**src/rtl/host_rd_unpack.sv**
```systemverilog
module host_rd_unpack #(
  parameter int DEPTH = 4,
  parameter int ADDR_W = 32,
  localparam int SEL_W = $clog2(ADDR_W / 8 + 2)
) (
  input  logic              clk,
  input  logic              rst_n,
  input  logic              host_wr,
  input  logic              host_rd,
  input  logic [SEL_W-1:0]  host_sel,
  input  logic [7:0]        host_wdata,
  output logic [7:0]        host_rdata,
  output logic              fifo_empty,
  output logic              fifo_full,
  output logic              mem_req,
  output logic [ADDR_W-1:0] mem_addr,
  input  logic              mem_ack,
  input  logic [63:0]       mem_rdata
);
  localparam int AB = ADDR_W / 8;
  localparam int PTR_W = (DEPTH > 1) ? $clog2(DEPTH) : 1;
  localparam int CNT_W = $clog2(DEPTH + 1);
  localparam logic [SEL_W-1:0] SEL_CTRL = SEL_W'(AB);
  localparam logic [SEL_W-1:0] SEL_DATA = SEL_W'(AB + 1);

  logic [ADDR_W-1:0] stage_q, fetch_q;
  logic              active_q, be_q;
  logic [63:0]       word_q [DEPTH];
  logic [PTR_W-1:0]  head_q, tail_q;
  logic [CNT_W-1:0]  cnt_q;
  logic [2:0]        bpos_q;
  logic [7:0]        rdata_q;

  assign fifo_empty = (cnt_q == '0);
  assign fifo_full  = (cnt_q == CNT_W'(DEPTH));
  assign mem_req    = active_q && !fifo_full;
  assign mem_addr   = fetch_q;
  assign host_rdata = rdata_q;

  wire start   = host_wr && (host_sel == '0) && (!active_q || fifo_full);
  wire data_rd = host_rd && (host_sel == SEL_DATA) && !fifo_empty;
  wire push    = mem_req && mem_ack && !start;
  wire pop     = data_rd && (bpos_q == 3'd7);

  wire [2:0]  lane     = be_q ? (3'd7 - bpos_q) : bpos_q;
  wire [63:0] head_w   = word_q[head_q];
  wire [7:0]  cur_byte = head_w[{lane, 3'b000} +: 8];

  function automatic logic [PTR_W-1:0] nxt(input logic [PTR_W-1:0] p);
    return (p == PTR_W'(DEPTH - 1)) ? '0 : p + 1'b1;
  endfunction

  always_ff @(posedge clk or negedge rst_n) begin
    if (!rst_n) begin
      stage_q <= '0;
      be_q    <= 1'b0;
    end else if (host_wr) begin
      if (host_sel == SEL_CTRL) be_q <= host_wdata[0];
      for (int i = 0; i < AB; i++)
        if (host_sel == SEL_W'(i)) stage_q[i*8 +: 8] <= host_wdata;
    end
  end

  always_ff @(posedge clk or negedge rst_n) begin
    if (!rst_n) rdata_q <= '0;
    else if (data_rd) rdata_q <= cur_byte;
  end

  always_ff @(posedge clk) begin
    if (push) word_q[tail_q] <= mem_rdata;
  end

  always_ff @(posedge clk or negedge rst_n) begin
    if (!rst_n) begin
      active_q <= 1'b0;
      fetch_q  <= '0;
      head_q   <= '0;
      tail_q   <= '0;
      cnt_q    <= '0;
      bpos_q   <= '0;
    end else if (start) begin
      active_q <= 1'b1;
      fetch_q  <= {stage_q[ADDR_W-1:8], host_wdata};
      head_q   <= '0;
      tail_q   <= '0;
      cnt_q    <= '0;
      bpos_q   <= '0;
    end else begin
      if (push) begin
        fetch_q <= fetch_q + ADDR_W'(8);
        tail_q  <= nxt(tail_q);
      end
      if (pop) head_q <= nxt(head_q);
      if (data_rd) bpos_q <= bpos_q + 3'd1;
      if (push && !pop) cnt_q <= cnt_q + 1'b1;
      else if (pop && !push) cnt_q <= cnt_q - 1'b1;
    end
  end
endmodule

```
**config.mk**
```make
export PLATFORM = sky130hd
export DESIGN_NAME = host_rd_unpack
export DESIGN_NICKNAME = d
export VERILOG_FILES = /design/src/rtl/host_rd_unpack.sv
export SDC_FILE = /design/constraint.sdc
export NUM_CORES = 1
export LEC_CHECK = 0
export ABC_AREA = 1
export BUFFER_PORTS_ARGS = -buffer_cell sky130_fd_sc_hd__buf_2
export CORE_MARGIN = 8
export CORE_UTILIZATION = 30
export CTS_CLUSTER_DIAMETER = 30
export DETAILED_ROUTE_END_ITERATION = 6
export GPL_TIMING_DRIVEN = 1
export PLACE_DENSITY_LB_ADDON = 0.2
export SLEW_MARGIN = 15
export SYNTH_ARGS = -nofsm -noshare
export SYNTH_HDL_FRONTEND = slang
export SYNTH_SLANG_ARGS = --single-unit
```
**constraint.sdc**
```tcl
create_clock -name clk -period 7.8 [get_ports clk]
set_input_delay 1.56 -clock clk [delete_from_list [all_inputs] [get_ports clk]]
set_output_delay 1.56 -clock clk [all_outputs]
set_load 0.02 [all_outputs]
```
==> results.cfg <==
[drt]
viasPerCell = 4.62
first_iter_violations = 647
wirelength_um = 39600
vias = 10200
antenna_left = 0
wl_per_cell_um = 17.9
firstDrtPassIters = 5
drc_errors = 0

[global_route]
grt_first_pass_wirelength_um = 61100
grt.overflow.total = 0
grt_max_degree = 93
track_usage_pct = 14.6
antenna_found_initial = 7
grt_pass1_vias = 10400

[cells_and_area]
syn2layout_area_growth_pct = 29.4
drive_gt1_share_pct = 18.8
design_area_um2 = 18400
num-fill-cells = 4670
utilization_pct = 38.9
num-nets-final = 1615

[logic_synthesis]
yosysWarnings = 0
syn-num-nets = 1462
synthArstFlopShare_pct = 22.9
syn_area_per_cell_um2 = 10.4
ys_seq_area_share_pct = 67.3
synth_ff_type = edfxtp_1
synth_cell_types = 32
synth_cells = 1373
synth.top_cell.area_share_pct = 54.0
yosys.area.top_type = edfxtp_1
syn_area_um2 = 14200
synthTopCellsByArea = edfxtp_1 54%, dfrtp_1 13%, nand2_1 13%
synth_seq_cells = 332
synth_edf_count = 256

[floorplanning]
num_rows = 80
io_pins = 123
die_w_um = 234
start_util_pct = 30.1
coreArea_um2 = 47300
die_h_um = 234
dieArea_um2 = 54700

[job]
drv_cap = 0

[sta]
skew_ns = 0.0437
tightest_slew_ns = 1.06
timing.hold.ws_ns = 0.463
rsz0062_at_grt = no
fmax_mhz = 299
setup_viol_count_final = 0
tns_ns = 0
min_period_ns = 3.34
maxSlewViolCount = 0
hold_viol = 0
relSlewSlack_pct = 29.3
period_share_pct = 42.8

[setup_path]
crit_slowest_cell = fa_1
cp-end-kind = register
endpoint = cnt_q[2]$_DFFE_PN0P_
r2r_slack_ns = 4.68
cp_common_cell = nand2_1
crit_path_start_kind = input port
r2r_cells = 10
regToRegStartpoint = head_q[0]$_DFFE_PN0P_
crit_chain = buf_2 > inv_1 > nor3_1 > nand2_1 > inv_2 > nand2_1 > nand2_1 > inv_1 > fa_1 > xnor2_1 > or2_1 > nand3_1
reg2reg_to = host_rdata[4]$_DFFE_PN0P_
arrival_ns = 3.86
crit_type = in2reg
slowest_delay_ns = 0.38
crit_fanout = 13
crit_required_ns = 8.32
startpoint = host_sel[0]

[clock_network]
insertion_delay_ns = 0.60
cts_setup_buffers = 0
clock_tree.root_cell = clkbuf_16
cts_buffers = 81
cts_htree_levels = 3
clkTransAtPathRegs_ns = 0.05
cts_tree = built
clkSinkCount = 332
ctsResizeCount = 0
clk_path_buf_depth = 3
holdBufCountCts = 0

[power_and_ir_drop]
pwr-share-seq_pct = 32.2
swShare_pct = 32.6
p_leak_nw = 7.51
total_power_mw = 7.81
p_per_area_nw_per_um2 = 424
p_int_mw = 5.26
switchingPower_mw = 2.55
power_frac_clock_pct = 46.1
max-vdd-ir-drop_uv = 172
p_comb_share_pct = 21.7

[hold_path]
hold_class = reg2reg

[place]
place_area_um2 = 15400
gp_congestion = 0.807
numPortBuffers = 122
place_hpwl_um = 23800

[run_status]
outcome = finished, final reports clean
cells by family after synthesis:
kind of cell	Yosys count	share of synthesized area (%)
compound gates	65	2.56
xor+xnor	17	1.10
fa+ha+maj	9	0.844
simple gates	817	24.2
buf+inv	133	3.98
flops	332	67.3
worst min path at each step:
stage	start	slack, ns	cells after the start	to
after floorplan	active_q$_DFFE_PN0P_	0.44	1	active_q$_DFFE_PN0P_
after global placement	active_q$_DFFE_PN0P_	0.45	1	active_q$_DFFE_PN0P_
after detailed placement	active_q$_DFFE_PN0P_	0.45	1	active_q$_DFFE_PN0P_
after CTS	active_q$_DFFE_PN0P_	0.46	1	active_q$_DFFE_PN0P_
after global routing	active_q$_DFFE_PN0P_	0.49	1	active_q$_DFFE_PN0P_
final	active_q$_DFFE_PN0P_	0.46	1	active_q$_DFFE_PN0P_
synth_stat cells (2+ instances only):
library cell,instances
nand3b_1,2
nand3_1,246
nand2_1,504
ha_1,8
nor3_1,12
o21ai_0,46
edfxtp_1,256
buf_4,4
o211ai_1,4
inv_2,4
nand2_2,3
o221ai_1,4
xnor2_1,4
dfrtp_1,76
nor2_1,37
xor2_1,12
nor2_2,4
o21bai_1,3
inv_1,65
a21oi_1,5
buf_1,9
buf_2,42
clkbuf_1,9
nand4_1,6
state kept, by name, summed over array words and instances, names as in the netlist:
register and flops:
word_q 256, mem_addr 32, stage_q 24, host_rdata 8, bpos_q 3, cnt_q 3
head_q 2, tail_q 2, active_q 1, be_q 1
cells in the final DEF (no fill, tap or decap), drive strengths merged, types with 31 or more instances in the layout:
| cell | instances |
|---|---|
| clkbuf | 86 |
| dfrtp | 76 |
| nand2 | 507 |
| edfxtp | 256 |
| buf | 134 |
| clkinv | 31 |
| inv | 74 |
| o21ai | 47 |
| nor2 | 42 |
| nand3 | 246 |
metrics by stage:
stage / setup slack [ns] / cells
2_1_floorplan: 2.82 / 1373
3_3_place_gp: 3.86 / 2058
3_5_place_dp: 3.79 / 2058
4_1_cts: 4.43 / 2208
5_1_grt: 4.30 / 2209
6_report: 4.46 / 2212
worst max-delay path, delay by kind of cell:
kind	cells	cell delay, ns
buffers and inverters	4	0.53
adder cells (fa/ha/maj)	1	0.38
XOR/XNOR	1	0.14
AND/OR/NAND/NOR	6	1.24
cell type report:
type / count / area [um^2] / area share (%)
tap: 615 / 769 / 4.18
sequential: 332 / 9590 / 52.1
timing repair buffer: 134 / 703 / 3.82
inverter: 69 / 263 / 1.43
antenna: 4 / 10.0 / 0.0543
clock inverter: 64 / 896 / 4.86
clock buffer: 86 / 2080 / 11.3
multi-input combinational: 908 / 4110 / 22.3
power by group through the flow:
stage               clock [mW]  combinational (mW)  sequential (mW)
finish                    3.60                1.69             2.52
global route              3.76                1.91             2.55
CTS                       3.66                1.73             2.52
detailed placement           0                1.72             2.54
global placement             0                1.72             2.54
floorplan                    0                1.04             2.57
routing by layer:
| metal | global-route usage (%) | share of wire [%] | vias to the layer above |
|---|---|---|---|
| li1 | - | - | 5006 |
| met1 | 18.9 | 46 | 4898 |
| met2 | 23.3 | 46 | 223 |
| met3 | 3.93 | 5.5 | 78 |
| met4 | 5.82 | 2.6 | 6 |
| met5 | 0 | 0.10 | - |
No activity file was read; power rests on OpenSTA's default activity.
